`src/rtl/pstk_pkg.sv`:
```
package pstk_pkg;
  localparam int unsigned OP_W = 8;

  typedef enum logic [OP_W-1:0] {
    OP_ADD  = 8'd0,  OP_NEG  = 8'd1,  OP_DIV2 = 8'd5,  OP_REM2 = 8'd6,
    OP_EQ   = 8'd7,  OP_NE   = 8'd8,  OP_LT   = 8'd9,  OP_LE   = 8'd10,
    OP_GT   = 8'd11, OP_GE   = 8'd12, OP_DUP  = 8'd13, OP_SWAP = 8'd14,
    OP_AND  = 8'd15, OP_OR   = 8'd16, OP_HLT  = 8'd19, OP_STOP = 8'd20,
    OP_LDC  = 8'd29, OP_ADDC = 8'd38, OP_JMP  = 8'd40, OP_JZ   = 8'd41,
    OP_CALL = 8'd42, OP_ADJS = 8'd43, OP_EXIT = 8'd45
  } opcode_e;

  typedef enum logic [3:0] {
    FN_ADD, FN_AND, FN_OR, FN_EQ, FN_NE, FN_LT, FN_LE, FN_GT, FN_GE,
    FN_NEG, FN_DIV2, FN_REM2, FN_ADDI, FN_IMM, FN_TOS, FN_NOS
  } alu_fn_e;

  typedef enum logic [1:0] {WR_NONE, WR_TOS, WR_NOS, WR_PUSH} wr_sel_e;
  typedef enum logic [1:0] {SP_KEEP, SP_INC, SP_DEC, SP_ADJ} sp_op_e;
  typedef enum logic [1:0] {PC_SEQ, PC_JMP, PC_JZ, PC_RET} pc_op_e;

  typedef struct packed {
    alu_fn_e fn;
    wr_sel_e wr;
    logic    swap;
    sp_op_e  sp;
    pc_op_e  pc;
    logic    rs_push;
    logic    rs_pop;
    logic    halt;
    logic    trap;
  } dec_t;
endpackage

```
`src/rtl/pstk_decode.sv`:
```
module pstk_decode
  import pstk_pkg::*;
(
  input  logic [OP_W-1:0] op_i,
  output dec_t            dec_o
);
  always_comb begin
    dec_o      = '0;
    dec_o.fn   = FN_ADD;
    dec_o.wr   = WR_NONE;
    dec_o.sp   = SP_KEEP;
    dec_o.pc   = PC_SEQ;
    dec_o.trap = 1'b0;
    case (op_i)
      OP_ADD:  begin dec_o.fn = FN_ADD; dec_o.wr = WR_NOS; dec_o.sp = SP_DEC; end
      OP_AND:  begin dec_o.fn = FN_AND; dec_o.wr = WR_NOS; dec_o.sp = SP_DEC; end
      OP_OR:   begin dec_o.fn = FN_OR;  dec_o.wr = WR_NOS; dec_o.sp = SP_DEC; end
      OP_EQ:   begin dec_o.fn = FN_EQ;  dec_o.wr = WR_NOS; dec_o.sp = SP_DEC; end
      OP_NE:   begin dec_o.fn = FN_NE;  dec_o.wr = WR_NOS; dec_o.sp = SP_DEC; end
      OP_LT:   begin dec_o.fn = FN_LT;  dec_o.wr = WR_NOS; dec_o.sp = SP_DEC; end
      OP_LE:   begin dec_o.fn = FN_LE;  dec_o.wr = WR_NOS; dec_o.sp = SP_DEC; end
      OP_GT:   begin dec_o.fn = FN_GT;  dec_o.wr = WR_NOS; dec_o.sp = SP_DEC; end
      OP_GE:   begin dec_o.fn = FN_GE;  dec_o.wr = WR_NOS; dec_o.sp = SP_DEC; end
      OP_NEG:  begin dec_o.fn = FN_NEG;  dec_o.wr = WR_TOS; end
      OP_DIV2: begin dec_o.fn = FN_DIV2; dec_o.wr = WR_TOS; end
      OP_REM2: begin dec_o.fn = FN_REM2; dec_o.wr = WR_TOS; end
      OP_ADDC: begin dec_o.fn = FN_ADDI; dec_o.wr = WR_TOS; end
      OP_DUP:  begin dec_o.fn = FN_TOS; dec_o.wr = WR_PUSH; dec_o.sp = SP_INC; end
      OP_LDC:  begin dec_o.fn = FN_IMM; dec_o.wr = WR_PUSH; dec_o.sp = SP_INC; end
      // swap: port A puts nos on top, port B puts tos below
      OP_SWAP: begin dec_o.fn = FN_NOS; dec_o.wr = WR_TOS; dec_o.swap = 1'b1; end
      OP_JMP:  dec_o.pc = PC_JMP;
      OP_JZ:   begin dec_o.pc = PC_JZ; dec_o.sp = SP_DEC; end
      OP_CALL: begin dec_o.pc = PC_JMP; dec_o.rs_push = 1'b1; end
      OP_EXIT: begin dec_o.pc = PC_RET; dec_o.rs_pop = 1'b1; end
      OP_ADJS: dec_o.sp = SP_ADJ;
      OP_HLT, OP_STOP: dec_o.halt = 1'b1;
      default: dec_o.trap = 1'b1;
    endcase
  end
endmodule

```
`src/rtl/pstk_alu.sv`:
```
module pstk_alu
  import pstk_pkg::*;
#(
  parameter int unsigned DATA_W = 16
) (
  input  alu_fn_e           fn_i,
  input  logic [DATA_W-1:0] tos_i,
  input  logic [DATA_W-1:0] nos_i,
  input  logic [DATA_W-1:0] imm_i,
  output logic [DATA_W-1:0] res_o
);
  logic signed [DATA_W-1:0] s_tos, s_nos;
  assign s_tos = $signed(tos_i);
  assign s_nos = $signed(nos_i);

  always_comb begin
    case (fn_i)
      FN_ADD:  res_o = nos_i + tos_i;
      FN_AND:  res_o = nos_i & tos_i;
      FN_OR:   res_o = nos_i | tos_i;
      FN_EQ:   res_o = DATA_W'(nos_i == tos_i);
      FN_NE:   res_o = DATA_W'(nos_i != tos_i);
      FN_LT:   res_o = DATA_W'(s_nos <  s_tos);
      FN_LE:   res_o = DATA_W'(s_nos <= s_tos);
      FN_GT:   res_o = DATA_W'(s_nos >  s_tos);
      FN_GE:   res_o = DATA_W'(s_nos >= s_tos);
      FN_NEG:  res_o = '0 - tos_i;
      FN_DIV2: res_o = DATA_W'(s_tos >>> 1);
      FN_REM2: res_o = DATA_W'(tos_i[0]);
      FN_ADDI: res_o = tos_i + imm_i;
      FN_IMM:  res_o = imm_i;
      FN_TOS:  res_o = tos_i;
      FN_NOS:  res_o = nos_i;
      default: res_o = '0;
    endcase
  end
endmodule

```
`src/rtl/pstk_estack.sv`:
```
module pstk_estack #(
  parameter  int unsigned DATA_W = 16,
  parameter  int unsigned DEPTH  = 16,
  localparam int unsigned AW     = $clog2(DEPTH)
) (
  input  logic              clk_i,
  input  logic              rst_ni,
  input  logic [AW-1:0]     sp_i,
  input  logic              we_a_i,
  input  logic [AW-1:0]     wa_a_i,
  input  logic [DATA_W-1:0] wd_a_i,
  input  logic              we_b_i,
  input  logic [AW-1:0]     wa_b_i,
  input  logic [DATA_W-1:0] wd_b_i,
  output logic [DATA_W-1:0] tos_o,
  output logic [DATA_W-1:0] nos_o
);
  logic [DATA_W-1:0] mem_q [DEPTH];

  for (genvar g = 0; g < DEPTH; g++) begin : g_row
    always_ff @(posedge clk_i or negedge rst_ni) begin
      if (!rst_ni) mem_q[g] <= '0;
      else if (we_a_i && wa_a_i == AW'(g)) mem_q[g] <= wd_a_i;
      else if (we_b_i && wa_b_i == AW'(g)) mem_q[g] <= wd_b_i;
    end
  end

  assign tos_o = mem_q[sp_i - AW'(1)];
  assign nos_o = mem_q[sp_i - AW'(2)];
endmodule

```
`src/rtl/pstk_rstack.sv`:
```
module pstk_rstack #(
  parameter  int unsigned PC_W  = 16,
  parameter  int unsigned DEPTH = 8,
  localparam int unsigned AW    = $clog2(DEPTH)
) (
  input  logic            clk_i,
  input  logic            rst_ni,
  input  logic            push_i,
  input  logic            pop_i,
  input  logic [PC_W-1:0] push_data_i,
  output logic [PC_W-1:0] top_o
);
  logic [PC_W-1:0] mem_q [DEPTH];
  logic [AW-1:0]   ptr_q;

  for (genvar g = 0; g < DEPTH; g++) begin : g_row
    always_ff @(posedge clk_i or negedge rst_ni) begin
      if (!rst_ni) mem_q[g] <= '0;
      else if (push_i && ptr_q == AW'(g)) mem_q[g] <= push_data_i;
    end
  end

  always_ff @(posedge clk_i or negedge rst_ni) begin
    if (!rst_ni)     ptr_q <= '0;
    else if (push_i) ptr_q <= ptr_q + AW'(1);
    else if (pop_i)  ptr_q <= ptr_q - AW'(1);
  end

  assign top_o = mem_q[ptr_q - AW'(1)];
endmodule

```
`src/rtl/pstk_core.sv`:
```
module pstk_core
  import pstk_pkg::*;
#(
  parameter  int unsigned DATA_W   = 16,
  parameter  int unsigned PC_W     = 16,
  parameter  int unsigned ES_DEPTH = 16,
  parameter  int unsigned RS_DEPTH = 8,
  localparam int unsigned INSTR_W  = OP_W + DATA_W,
  localparam int unsigned SP_W     = $clog2(ES_DEPTH)
) (
  input  logic               clk_i,
  input  logic               rst_ni,
  output logic [PC_W-1:0]    imem_addr_o,
  input  logic [INSTR_W-1:0] imem_data_i,
  input  logic               trap_ack_i,
  output logic               trap_req_o,
  output logic [OP_W-1:0]    trap_op_o,
  output logic [PC_W-1:0]    trap_pc_o,
  output logic               halted_o,
  output logic [DATA_W-1:0]  tos_o,
  output logic [SP_W-1:0]    sp_o
);
  logic [PC_W-1:0]   pc_q, pc_inc, pc_tgt, pc_next, rs_top;
  logic [SP_W-1:0]   sp_q, sp_next, wa_a;
  logic              halted_q, trap_q, run, exec;
  logic [OP_W-1:0]   trap_op_q, op;
  logic [PC_W-1:0]   trap_pc_q;
  logic [DATA_W-1:0] imm, tos, nos, res;
  dec_t              dec;

  assign op     = imem_data_i[INSTR_W-1:DATA_W];
  assign imm    = imem_data_i[DATA_W-1:0];
  assign run    = !halted_q && !trap_q;
  assign exec   = run && !dec.trap && !dec.halt;
  assign pc_inc = pc_q + PC_W'(1);
  assign pc_tgt = PC_W'(imm);

  pstk_decode u_dec (.op_i(op), .dec_o(dec));

  pstk_alu #(.DATA_W(DATA_W)) u_alu (
    .fn_i(dec.fn), .tos_i(tos), .nos_i(nos), .imm_i(imm), .res_o(res)
  );

  always_comb begin
    case (dec.wr)
      WR_NOS:  wa_a = sp_q - SP_W'(2);
      WR_PUSH: wa_a = sp_q;
      default: wa_a = sp_q - SP_W'(1);
    endcase
  end

  pstk_estack #(.DATA_W(DATA_W), .DEPTH(ES_DEPTH)) u_es (
    .clk_i (clk_i), .rst_ni(rst_ni), .sp_i(sp_q),
    .we_a_i(exec && dec.wr != WR_NONE), .wa_a_i(wa_a), .wd_a_i(res),
    .we_b_i(exec && dec.swap), .wa_b_i(sp_q - SP_W'(2)), .wd_b_i(tos),
    .tos_o (tos), .nos_o(nos)
  );

  pstk_rstack #(.PC_W(PC_W), .DEPTH(RS_DEPTH)) u_rs (
    .clk_i(clk_i), .rst_ni(rst_ni),
    .push_i(exec && dec.rs_push), .pop_i(exec && dec.rs_pop),
    .push_data_i(pc_inc), .top_o(rs_top)
  );

  always_comb begin
    case (dec.pc)
      PC_JMP:  pc_next = pc_tgt;
      PC_JZ:   pc_next = (tos == '0) ? pc_tgt : pc_inc;
      PC_RET:  pc_next = rs_top;
      default: pc_next = pc_inc;
    endcase
    case (dec.sp)
      SP_INC:  sp_next = sp_q + SP_W'(1);
      SP_DEC:  sp_next = sp_q - SP_W'(1);
      SP_ADJ:  sp_next = sp_q + SP_W'(imm);  // two's complement wrap
      default: sp_next = sp_q;
    endcase
  end

  always_ff @(posedge clk_i or negedge rst_ni) begin
    if (!rst_ni) begin
      pc_q      <= '0;
      sp_q      <= '0;
      halted_q  <= 1'b0;
      trap_q    <= 1'b0;
      trap_op_q <= '0;
      trap_pc_q <= '0;
    end else if (trap_q) begin
      if (trap_ack_i) begin
        trap_q <= 1'b0;
        pc_q   <= pc_inc;
      end
    end else if (!halted_q) begin
      if (dec.trap) begin
        trap_q    <= 1'b1;
        trap_op_q <= op;
        trap_pc_q <= pc_q;
      end else if (dec.halt) begin
        halted_q <= 1'b1;
      end else begin
        pc_q <= pc_next;
        sp_q <= sp_next;
      end
    end
  end

  assign imem_addr_o = pc_q;
  assign trap_req_o  = trap_q;
  assign trap_op_o   = trap_op_q;
  assign trap_pc_o   = trap_pc_q;
  assign halted_o    = halted_q;
  assign tos_o       = tos;
  assign sp_o        = sp_q;
endmodule

```
`config.mk`:
```
export PLATFORM = sky130hd
export DESIGN_NAME = pstk_core
export DESIGN_NICKNAME = d
export VERILOG_FILES = /design/src/rtl/pstk_pkg.sv /design/src/rtl/pstk_decode.sv /design/src/rtl/pstk_alu.sv /design/src/rtl/pstk_estack.sv /design/src/rtl/pstk_rstack.sv /design/src/rtl/pstk_core.sv
export SDC_FILE = /design/constraint.sdc
export NUM_CORES = 1
export LEC_CHECK = 0
export ABC_AREA = 0
export ABC_CLOCK_PERIOD_IN_PS = 9370
export BUFFER_PORTS_ARGS = -buffer_cell sky130_fd_sc_hd__buf_2
export CAP_MARGIN = 20
export CORE_ASPECT_RATIO = 1.75
export CORE_MARGIN = 3
export CORE_UTILIZATION = 30
export DETAILED_ROUTE_END_ITERATION = 8
export GPL_TIMING_DRIVEN = 0
export PLACE_DENSITY_LB_ADDON = 0.15
export SYNTH_ARGS = -nofsm -noshare
export SYNTH_HDL_FRONTEND = slang
export SYNTH_SLANG_ARGS = --single-unit
```
`constraint.sdc`:
```
create_clock -name clk_i -period 9.37 [get_ports clk_i]
set_input_delay 2.811 -clock clk_i [delete_from_list [all_inputs] [get_ports clk_i]]
set_output_delay 2.811 -clock clk_i [all_outputs]
set_load 0.05 [all_outputs]
```
==> summary.txt <==
STA
  • Fin worst setup slack: 113 ps
  • Worst setup skew after layout: about 32 ps
  • FMAX: between 100 and 150 MHz
  • Fin Setup TNS: 0 ps
  • Slew margin rel.: approximately 17%
  • Final setup violation count: 0
  • Crit share post-route: between 90% and 100%
  • Number of slew-limit violations in the final report: 0
  • Least-Margin Pin Slew: 1240 ps
  • Unrepaired setup endpoints after global routing: no
  • Minimum clock period: between 9000 and 10000 ps
  • Final hold violation count: 0

Placed design
  • HPWL after detailed placement: 115000 um
  • Placement Setup Slack: -2180 ps
  • Total instance count after detailed placement: around 4200
  • Placement-stage cell area: between 30000 and 40000 um^2
  • Last weighted congestion value of the routability-driven placer: between 1 and 1.5
  • Count of port buffers added during placement: 85

Outcome
  • Run status: finished, final reports clean

Logic synthesis
  • Area of the mapped netlist: 28200 um^2
  • Post-synth cell types: 95
  • Yosys top cell area share: approximately two fifths
  • Yosys reg bits: about 430
  • Part of the Yosys area used for sequential elements: 38.4%
  • Predominant post-synthesis flop cell: dfrtp_1
  • Avg Synthesized Cell Area: around 10 um^2
  • Synth area leaders: dfrtp_1, mux4_2, nand2_1
  • Yosys warnings: 0
  • Number of flops mapped to enable cells by yosys: 0
  • Net count after synthesis: roughly 3000
  • Cell taking the most area after synthesis: dfrtp_1
  • Share of async-settable or async-resettable flops after synthesis: 100%
  • Syn Inst Count: 2892

Pwr
  • Overall power after layout: around 7000 uW
  • Power per cell area: ~210 nW/um^2
  • Peak VDD IR: about 0.16 mV
  • Static power due to leakage: approximately 0.013 uW

Layout
  • Layout cell share with drive strength beyond 1: between 10% and 20%
  • Final Non-Filler Cells: 4294
  • Final non-filler cell area: 32300 um^2
  • Nets@finish: around 3200
  • Synth-to-Final Area Change: 14.3%

Global routing
  • Remaining global-route overflow: 0
  • Initial antenna violation count: 10
  • Global-route wire length before repair: between 200000 and 250000 um
  • Overall Global Routing Usage: 29.8%
  • Vias in the first global route: around 27000
  • Maximum number of pins on one net before global-route repair: 117

Drt
  • Iter 0 DRT Violations: between 2000 and 2500
  • Final routed DRC violation total: 0
  • Average routed wire per standard cell: around 34 um
  • Total via count after detailed routing: between 20000 and 30000
  • Via-per-instance ratio: 6.11
  • Pre-antenna DRT Iters: 6
  • ANT nets after route: 0
  • Wirelength, routed: 146000 um

Worst hold path
  • Hold/Removal Path Class: flip-flop to flip-flop

Clock network
  • Setup Fix Bufs, Post-CTS: 0
  • Number of buffers inserted by hold repair at cts: 0
  • CTS buffer count: 46
  • Clock-pin slew reported for the worst setup and hold paths after clock tree synthesis: 80 ps
  • CTS H-tree lvls: 2
  • Root cell of the clock tree: clkbuf_16
  • Clock tree from TritonCTS: done
  • Skew-Pair Late Insertion Delay: roughly 650 ps
  • Buffer depth of the longest clock path: 3
  • Sinks on Clock Net: approximately 430

Floorplan
  • Number of top-level pins: 89
  • # rows: about 150
  • Die X-Extent: about 240 um
  • Vertical die dimension: 412 um
  • Total core area: 93100 um^2
  • Initial cell density of the core: a little under a third
  • Die Footprint: about 98000 um^2

Critical path
  • Setup slack of the most critical reg-to-reg path: about 170 ps
  • Kind of start point of the critical path: flip-flop
  • Worst setup path class: flip-flop to output port
  • Required time of the worst setup path: 6560 ps
  • Highest fanout seen on the critical path: 10
  • Arrival time worst endpoint: about 6500 ps
  • Setup crit end kind: output port

Run
  • Max capacitance violation total: 0
[worst paths after layout]
check	startpoint	endpoint	cells after the start
max	sp_o[1]	tos_o[12]	13
max in group asynchronous	rst_ni	u_es.mem_q[118]	3
min	u_rs.mem_q[118]	u_rs.mem_q[118]	2
min reg2reg	u_rs.mem_q[118]	u_rs.mem_q[118]	2
max reg2reg	sp_o[1]	u_es.mem_q[80]	23
min in group asynchronous	rst_ni	imem_addr_o[11]	1
[per-stage QoR]
step | hold WS (ps) | utilization (%)
detailed placement | 466 | 32.7
CTS | 481 | 34.5
global route | 496 | 34.6
finish | 477 | 34.7
floorplan | 445 | -
global placement | 457 | 32.4
[logic make-up (layout without fill, tap and decap cells)]
family                   count (synthesis)  after routing  share of synthesized area, %
other                                    0              5                             0
flip-flops                             433            433                          38.4
XOR/XNOR                                43             43                          1.36
multiplexers                           370            370                          20.0
adder cells (fa/ha/maj)                 84             84                          3.77
AND/OR/NAND/NOR                        839            839                          13.2
buffers and inverters                  321            518                          5.15
AO/OA/AOI/OAI                          802            802                          18.2
[registers in the layout (all words and copies together) (netlist names)]
| register | flops |
|---|---|
| sp_o | 4 |
| trap_req_o | 1 |
| trap_op_o | 8 |
| u_es.mem_q | 256 |
| u_rs.mem_q | 128 |
| halted_o | 1 |
| imem_addr_o | 16 |
| u_rs.ptr_q | 3 |
| trap_pc_o | 16 |
[cells in the final DEF, fill, tap and decap left out, types with 82 or more instances in the layout]
cell,count
a21oi_1,133
mux2i_1,148
nand2_1,455
buf_2,126
o211ai_1,134
mux4_2,146
ha_1,82
o21ai_0,279
dfrtp_1,432
clkbuf_1,166
nor2_1,148
[timing repair]
item | in CTS | in global routing
resized for setup | 22 | 11
pin swaps | 0 | 0
setup endpoints to repair | 269 | 62
[critical path, cell delays in order (launching register included)]
cell and delay [ps]:
dfrtp_2 660, clkbuf_4 390, clkbuf_4 410, inv_1 300, ha_1 410, buf_4 250
clkdlybuf4s15_2 500, nor2_2 570, buf_2 470, nand3_1 120, a41oi_1 420, clkbuf_1 660
inv_1 270, buf_2 300
[where the power goes]
group	internal, uW	switching (uW)	total (uW)	leakage [uW]
Combinational	740	2120	2860	0.00631
Clock	1110	914	2030	0.000772
Sequential	1930	75.4	2010	0.00594
[layer usage]
layer | global-route usage [%] | vias up | part of all wire (%)
met4 | 31.5 | 6 | 14
met5 | 0 | - | 0.030
met3 | 6.21 | 700 | 6.0
li1 | - | 10925 | -
met2 | 52.9 | 1582 | 51
met1 | 26.9 | 13010 | 30
[synthesized netlist by cell type (all sizes together), types with 4 or more instances]
library cell,count
dfrtp,433
ha,82
nor3,37
nor2,152
o221ai,8
clkbuf,176
o31ai,4
a221oi,20
nand2b,17
o21bai,4
a31oi,16
a32oi,10
o21a,11
o21ai,342
nand3b,18
nand3,55
or3,11
o22ai,4
a211oi,27
nor3b,19
xor2,18
mux4,146
and2,17
a41oi,10
o211a,7
xnor2,25
and3,11
inv,54
o211ai,135
nand2,455
a21oi,136
nand4,13
nor4,11
a22oi,11
mux2,67
a21o,12
mux2i,157
a221o,14
buf,91
nor2b,10
[final cells by class]
| class | instances | area (um^2) |
|---|---|---|
| Buffer | 266 | 1280 |
| Sequential cell | 433 | 10800 |
| Clock buffer | 59 | 1310 |
| Inverter | 54 | 203 |
| Antenna cell | 5 | 12.5 |
| Tap cell | 1200 | 1500 |
| Timing Repair Buffer | 112 | 782 |
| Multi-Input combinational cell | 2138 | 16100 |
| Clock inverter | 27 | 289 |
| Fill cell | 9418 | 60900 |
(Power assumes the default switching activity.)
